File: src/rtl/bhm_pkg.sv
package bhm_pkg;
  typedef enum logic [2:0] {
    ST_OFF   = 3'd0,
    ST_RECOV = 3'd1,
    ST_TEST  = 3'd2,
    ST_WAIT  = 3'd3,
    ST_HOLD  = 3'd4
  } bhm_state_e;
endpackage

File: src/rtl/bhm_timer.sv
module bhm_timer #(
  parameter int CNT_W = 8
) (
  input  logic             clk_i,
  input  logic             rst_ni,
  input  logic             clr_i,
  input  logic [CNT_W-1:0] limit_i,
  output logic             done_o
);
  logic [CNT_W-1:0] cnt_q;

  assign done_o = (cnt_q == limit_i);

  always_ff @(posedge clk_i or negedge rst_ni) begin
    if (!rst_ni)      cnt_q <= '0;
    else if (clr_i)   cnt_q <= '0;
    else if (!done_o) cnt_q <= cnt_q + 1'b1;
  end

  // a running count never passes its terminal value
  a_r3_cnt_in_range: assert property (@(posedge clk_i) disable iff (!rst_ni)
    !clr_i && $stable(limit_i) |=> cnt_q <= limit_i);
endmodule

File: src/rtl/bhm_verdict.sv
module bhm_verdict (
  input  logic clk_i,
  input  logic rst_ni,
  input  logic start_i,
  input  logic sample_i,
  input  logic low_i,
  input  logic commit_i,
  output logic fail_o,
  output logic warn_o
);
  logic acc_q;

  assign fail_o = acc_q | (sample_i & low_i);

  always_ff @(posedge clk_i or negedge rst_ni) begin
    if (!rst_ni)       acc_q <= 1'b0;
    else if (start_i)  acc_q <= 1'b0;
    else if (sample_i) acc_q <= fail_o;
  end

  always_ff @(posedge clk_i or negedge rst_ni) begin
    if (!rst_ni)       warn_o <= 1'b0;
    else if (commit_i) warn_o <= fail_o;
  end

  // without a commit the warning holds
  a_r9_warn_only_on_commit: assert property (@(posedge clk_i) disable iff (!rst_ni)
    !commit_i |=> $stable(warn_o));
endmodule

File: src/rtl/batt_health_mon.sv
module batt_health_mon
  import bhm_pkg::*;
#(
  parameter int RECOVERY_TICKS = 200,
  parameter int WINDOW_TICKS   = 1000,
  parameter int INTERVAL_TICKS = 86_400_000
) (
  input  logic clk_i,
  input  logic rst_ni,
  input  logic pwr_good_i,
  input  logic batt_low_i,
  output logic load_en_o,
  output logic warn_od_o
);
  localparam int MAX_A = (RECOVERY_TICKS > WINDOW_TICKS) ? RECOVERY_TICKS : WINDOW_TICKS;
  localparam int MAX_T = (MAX_A > INTERVAL_TICKS) ? MAX_A : INTERVAL_TICKS;
  localparam int CNT_W = $clog2(MAX_T + 1);
  localparam logic [CNT_W-1:0] LIM_REC = CNT_W'(RECOVERY_TICKS - 1);
  localparam logic [CNT_W-1:0] LIM_WIN = CNT_W'(WINDOW_TICKS - 1);
  localparam logic [CNT_W-1:0] LIM_INT = CNT_W'(INTERVAL_TICKS - 1);

  bhm_state_e       state_q, state_d;
  logic [CNT_W-1:0] limit;
  logic             done, fail, in_test, start, commit, clr;

  assign in_test = (state_q == ST_TEST) && pwr_good_i;
  assign commit  = in_test && done;
  assign start   = (state_d == ST_TEST) && (state_q != ST_TEST);
  assign clr     = (state_d != state_q) || !pwr_good_i;

  always_comb begin
    case (state_q)
      ST_RECOV: limit = LIM_REC;
      ST_TEST:  limit = LIM_WIN;
      ST_WAIT:  limit = LIM_INT;
      default:  limit = '0;
    endcase
  end

  always_comb begin
    state_d = state_q;
    if (!pwr_good_i) state_d = ST_OFF;
    else begin
      case (state_q)
        ST_OFF:   state_d = ST_RECOV;
        ST_RECOV: if (done) state_d = ST_TEST;
        ST_TEST:  if (done) state_d = fail ? ST_HOLD : ST_WAIT;
        ST_WAIT:  if (done) state_d = ST_TEST;
        ST_HOLD:  state_d = ST_HOLD;
        default:  state_d = ST_OFF;
      endcase
    end
  end

  always_ff @(posedge clk_i or negedge rst_ni) begin
    if (!rst_ni) state_q <= ST_OFF;
    else         state_q <= state_d;
  end

  bhm_timer #(.CNT_W(CNT_W)) u_timer (
    .clk_i   (clk_i),
    .rst_ni  (rst_ni),
    .clr_i   (clr),
    .limit_i (limit),
    .done_o  (done)
  );

  bhm_verdict u_verdict (
    .clk_i    (clk_i),
    .rst_ni   (rst_ni),
    .start_i  (start),
    .sample_i (in_test),
    .low_i    (batt_low_i),
    .commit_i (commit),
    .fail_o   (fail),
    .warn_o   (warn_od_o)
  );

  // load released in the same cycle as a power loss
  assign load_en_o = in_test;

  a_r5_warn_set_after_window: assert property (@(posedge clk_i) disable iff (!rst_ni)
    $rose(warn_od_o) |-> $past(load_en_o));
  a_r7_warn_clear_after_window: assert property (@(posedge clk_i) disable iff (!rst_ni)
    $fell(warn_od_o) |-> $past(load_en_o));
  a_r8_pwr_loss_holds_warn: assert property (@(posedge clk_i) disable iff (!rst_ni)
    !pwr_good_i |=> $stable(warn_od_o));
  a_r6_hold_keeps_load_off: assert property (@(posedge clk_i) disable iff (!rst_ni)
    (state_q == ST_HOLD) |-> !load_en_o);
endmodule

File: config.mk
export PLATFORM = sky130hd
export DESIGN_NAME = batt_health_mon
export DESIGN_NICKNAME = d
export VERILOG_FILES = /design/src/rtl/bhm_pkg.sv /design/src/rtl/bhm_timer.sv /design/src/rtl/bhm_verdict.sv /design/src/rtl/batt_health_mon.sv
export SDC_FILE = /design/constraint.sdc
export NUM_CORES = 1
export LEC_CHECK = 0
export BUFFER_PORTS_ARGS = -buffer_cell sky130_fd_sc_hd__buf_2
export CAP_MARGIN = 25
export CORE_ASPECT_RATIO = 1.25
export CORE_MARGIN = 8
export CORE_UTILIZATION = 51
export CTS_BUF_LIST = sky130_fd_sc_hd__clkbuf_16
export DETAILED_ROUTE_END_ITERATION = 10
export PLACE_DENSITY = 0.71
export SYNTH_ARGS = -nofsm -noshare
export SYNTH_HDL_FRONTEND = slang
export SYNTH_SLANG_ARGS = --single-unit
export TNS_END_PERCENT = 30
File: constraint.sdc
create_clock -name clk_i -period 3.07 [get_ports clk_i]
set_input_delay 0.614 -clock clk_i [delete_from_list [all_inputs] [get_ports clk_i]]
set_output_delay 0.614 -clock clk_i [all_outputs]
set_load 0.01 [all_outputs]
---- Yosys cells after proc, flatten, opt, wreduce, memory -nomap -nowiden ----
Cells that the tools add are included.
operators by class
  add/sub/neg operators ................... 1
  equal/unequal tests ..................... 9
  muxes and demuxes ....................... 10
  bitwise operators ....................... 2
  reductions and logical operators ........ 8
operators with widths
  cell                     count
  $pmux W27 S3             1
  $mux W27                 2
  $add A27 B1 Y27 const B  1
  $eq A27 B27 Y1           1
  $mux W3                  4
  $pmux W3 S4              1
  $eq A3 B2 Y1 const B     3
  $eq A3 B1 Y1 const B     1
  $eq A3 B3 Y1 const B     1
  $logic_and A1 B1 Y1      3
  $logic_not A3 Y1         1
  $ne A3 B2 Y1 const B     1
  $ne A3 B3 Y1             1
  $mux W1                  2
  $ne A2 B1 Y1 const B     1
  $reduce_bool A2 Y1       1
  $reduce_or A2 Y1         1
  $and A1 B1 Y1            1
  $logic_not A1 Y1         1
  $logic_or A1 B1 Y1       1
  $or A1 B1 Y1             1
word-level totals
  register bits ........................... 32
  input bits .............................. 4
  output and inout port bits .............. 2
  word-level logic and storage cells ...... 34

---- Longest topological paths before layout ----
  word-level depth ........................ 11
  gate-level depth with buffers ........... 7
  depth with buffers taken out ............ 5

---- By module ----
A second synthesis with hierarchy kept.
unflattened totals
  cells, all modules ...................... 235
  area total of the unflattened synthesis .. 2133.3 sq um
modules (own cells, without submodules)
  module           times used  cells an instance  area each (sq um)  sequential area each (sq um)
  bhm_timer        1           202                1841.8             675.6
  batt_health_mon  1           26                 216.5              75.1
  bhm_verdict      1           7                  75.1               50.0

---- Worst setup path before layout ----
OpenSTA, ideal clock, no wires.
  path kind ............................... reg-to-reg
  start ................................... reg state_q[2]
  end ..................................... reg u_timer.cnt_q[12]
  setup time .............................. 143 ps
  arrival time ............................ 1946 ps
  required time ........................... 2927 ps
  setup slack ............................. 981 ps
  stages on the path, launching flop included .. 7
  path buffers ............................ 1
  clock period less this slack ............ 2089 ps
  cells stage by stage .................... dfrtp_1 > nand3b_1 > or4_4 > a211oi_4 > a21o_2 > buf_4 > a22oi_1
on the way
  word-level cells in the longest chain between the ends .. 11
  elaborated cells between the ends (all ways) .. 20
  classes of those cells .................. 7 x eq/ne; 7 x mux; 2 x bitwise; 4 x reduce/logical
RTL lines
  item                                                   line                   text
  start, declared                                        batt_health_mon.sv:22  bhm_state_e state_q, state_d;
  start signal, assigned                                 batt_health_mon.sv:57  else state_q <= state_d;
  branches (longest 11 deep; another with $pmux W27 S3)  -
  end signal, assigned                                   bhm_timer.sv:17        else if (!done_o) cnt_q <= cnt_q + 1'b1;
  end, declared                                          bhm_timer.sv:10        logic [CNT_W-1:0] cnt_q;
Several ways; the timed one is not identified.
A chain may end at the register's enable or synchronous reset.

---- Final worst setup path ----
  start ................................... reg state_q[2]
  end ..................................... reg u_timer.cnt_q[14]
Same word-level chain as after synthesis.

==> impl_metrics.csv <==
group,metric,value,unit
placed_design,gp_congestion,0.857,
cells_and_area,n_fill_cell,327,
worst_hold_path,min_path_type,"in -> async",
pwr,clkPwrFrac,32.1,%
global_routing,track_usage,16.3,%
synth,ys_seq_area_share,41.5,%
pwr,max-vdd-ir-drop,0.000444,V
pwr,power_frac_comb,33.8,%
clock_network,root_buffer,"clkbuf_16",
drt,drt_iter0_drc,117,
status,outcome,"completed",
critical_path,crit_required,3200,ps
sta,setup_viol,0,
critical_path,worstPathCellList,"nand3b_1 -> or4_4 -> a211oi_4 -> buf_4 -> a21o_2 -> a22oi_1",
sta,worst_slew_pin_slew,733,ps
critical_path,crit_cells,6,
floorplanning,initial_core_util,51.9,%
cells_and_area,layout-drive-gt1-share,11.6,%
critical_path,cp_slowest_cell,"or4_4",
critical_path,critPathLaunchType,"flop",
drt,wl_per_cell,18.5,µm
critical_path,crit_path_end,"u_timer.cnt_q[14]$_DFFE_PN0P_",
clock_network,clk_pin_slew_worst_paths,50,ps
drt,antenna_left,0,
critical_path,crit_type,"reg -> reg",
cells_and_area,num_antenna_cells,0,
cells_and_area,nNetsFinal,220,
cells_and_area,final_cell_mix,"32 x dfrtp_1, 16 x a21oi_1, 13 x nand3_1, 13 x xnor2_1, 12 x nand2_1",
drt,detail_route.vias_per_cell,6.69,
cells_and_area,multi_input_area,1040,µm²
sta,period_share,82.4,%
sta,slew_headroom,51.1,%
floorplanning,die_y,84.8,µm
cells_and_area,syn_to_final_growth,9.46,%
critical_path,startpoint,"state_q[2]$_DFF_PN0_",
drt,num_vias,1713,
synth,syn_avg_cell_area,9.19,µm²
sta,hold_viol,0,
clock_network,clock_latency,270,ps
pwr,p_int,0.891,mW
global_routing,grt.overflow.total,0,
clock_network,postCtsHoldBufs,0,
drt,drtPass1Iterations,4,
cells_and_area,final_common_cell,"dfrtp_1",
critical_path,endpoint_kind,"flop",
floorplanning,core_region_area,3720,µm²
synth,synth-seq-cells,32,
placed_design,placed_area,1980,µm²
global_routing,antenna_found_initial,0,
placed_design,dp_hpwl,3270,µm
synth,syn_area,1930,µm²
drt,drc,0,
critical_path,critical_path.top_delay_family,"compound AO/OA/AOI/OAI gates",
placed_design,port_buffers,5,
cells_and_area,design_area,2110,µm²
pwr,leakagePower,0.793,nW
floorplanning,fp.dieArea,6020,µm²
sta,finalSetupTns,0,ps
global_routing,grt_max_degree,33,
clock_network,post_cts_buffers,0,
pwr,pwr-share-seq,34.1,%
critical_path,reg2reg_depth,6,
floorplanning,num_rows,25,
clock_network,cts_tree,"yes",
sta,period_minus_slack,2530,ps
sta,rsz0062_at_grt,"false",
pwr,powerDensity,673,nW/µm²
sta,clock.fmax,395,MHz
critical_path,r2r-start,"state_q[2]$_DFF_PN0_",
critical_path,arrival,2660,ps
clock_network,h-tree-depth,2,
critical_path,timing.critical_path.buf_inv,1,
clock_network,cts_resized,0,
critical_path,rr_endpoint,"u_timer.cnt_q[14]$_DFFE_PN0P_",
drt,routed_wl,4750,µm
pwr,switching_share,37.3,%
synth,synth.distinct_cells,49,
critical_path,cp_max_fo,24,
cells_and_area,regArea,801,µm²
synth,syn-num-nets,215,
clock_network,cts_buffer_depth,2,
synth,ys_warn_count,0,
floorplanning,die_x,71.0,µm
pwr,switching_power,0.531,mW
critical_path,ff2ff_setup_slack,540,ps
critical_path,slowest_delay,590,ps
job,cap_violations,0,
global_routing,grt_pass1_vias,1741,
clock_network,cts_sinks,32,
sta,finalMaxSlewViolations,0,
clock_network,cts_buffers,5,
floorplanning,io_pins,6,
global_routing,grt_pass1_wl,7920,µm
sta,worst_clock_skew,4.32,ps
synth,synth_cells,210,
==> worst reg2reg max path, delay by kind of cell (launching register included) <==
family	cells	cell delay, ps
buffers and inverters	1	250
AO/OA/AOI/OAI	3	930
AND/OR/NAND/NOR	2	790
flip-flops	1	410
==> power groups by stage <==
stage | Sequential (mW) | Combinational, mW | Clock [mW]
after global placement | 0.490 | 0.460 | 0
after global routing | 0.488 | 0.514 | 0.482
after floorplan | 0.487 | 0.363 | 0
final | 0.486 | 0.480 | 0.456
after detailed placement | 0.492 | 0.475 | 0
after CTS | 0.485 | 0.477 | 0.465
==> cell type report <==
class	instances	share of cell area [%]
clock buffer	5	5.92
clock inverter	3	0.533
inverter	7	1.24
multi-input combinational	160	49.4
sequential	32	37.9
tap	40	2.37
timing repair buffer	9	2.61
==> metrics by stage <==
step           utilization (%)  worst slack [ps]  cells  hold WS (ps)  total power [mW]
6_report                  56.8               541    256           400              1.42
5_1_grt                   56.8               462    256           474              1.48
4_1_cts                   56.8               584    256           428              1.43
3_5_place_dp              53.1               594    248           522             0.967
3_3_place_gp              53.1               695    248           512             0.950
2_1_floorplan                -               981    210           318             0.850
==> state kept, by name, indices dropped and copies added (netlist names) <==
signal and flops:
u_verdict.warn_o 1, u_verdict.acc_q 1, state_q 3, u_timer.cnt_q 27
==> synthesized netlist by cell type (all sizes together) <==
cell type	n	area, µm²
mux2i	1	10.0
a211oi	3	40.0
nand3b	2	15.0
a21oi	16	80.1
or3	6	37.5
a32oi	3	26.3
nor2	10	37.5
buf	5	36.3
nor4	9	62.6
nor3	10	50.1
a21o	2	16.3
nand4b	1	8.76
o31ai	3	27.5
or4	2	18.8
nor3b	1	7.51
a22oi	7	52.6
a221oi	1	15.0
nand2b	1	6.26
and3	6	37.5
o21ai	6	30.0
o21a	2	15.0
a2111o	2	22.5
nand2	13	51.3
inv	7	26.3
o21ba	1	10.0
ha	1	12.5
clkbuf	6	22.5
nand3	13	65.1
dfrtp	32	801
a211o	1	8.76
a21bo	1	10.0
xnor2	13	114
and4	1	8.76
a31oi	5	31.3
and2	3	18.8
nand4	9	56.3
a311o	2	20.0
or2	1	6.26
o21bai	1	7.51
a21boi	1	7.51
==> worst min-delay path by stage <==
stage	startpoint	endpoint	slack, ps	cells past startpoint
final	rst_ni	u_timer.cnt_q[12]$_DFFE_PN0P_	400	1
after global routing	rst_ni	u_timer.cnt_q[12]$_DFFE_PN0P_	470	1
after CTS	rst_ni	u_timer.cnt_q[13]$_DFFE_PN0P_	430	1
after detailed placement	u_timer.cnt_q[0]$_DFFE_PN0P_	u_timer.cnt_q[0]$_DFFE_PN0P_	520	1
after global placement	u_timer.cnt_q[0]$_DFFE_PN0P_	u_timer.cnt_q[0]$_DFFE_PN0P_	510	1
after floorplan	rst_ni	state_q[0]$_DFF_PN0_	320	0
==> per-layer routing <==
metal  vias to the layer above  global-route usage [%]  share of wire (%)
met5                         -                       0                  0
met4                         0                    6.07                1.2
met3                         5                    3.46                3.4
met1                       865                    17.1                 40
met2                        38                    30.4                 56
li1                        805                       -                  -
==> cell families (layout without fill, tap and decap cells) <==
| group | after synthesis | in the layout | synth area share, % |
|---|---|---|---|
| flops | 32 | 32 | 41.5 |
| xor+xnor | 13 | 13 | 5.90 |
| buf+inv | 18 | 24 | 4.41 |
| compound gates | 57 | 57 | 21.8 |
| simple gates | 88 | 88 | 25.3 |
| mux | 1 | 1 | 0.518 |
| fa+ha+maj | 1 | 1 | 0.648 |
Power figures use the tool's default switching activity.
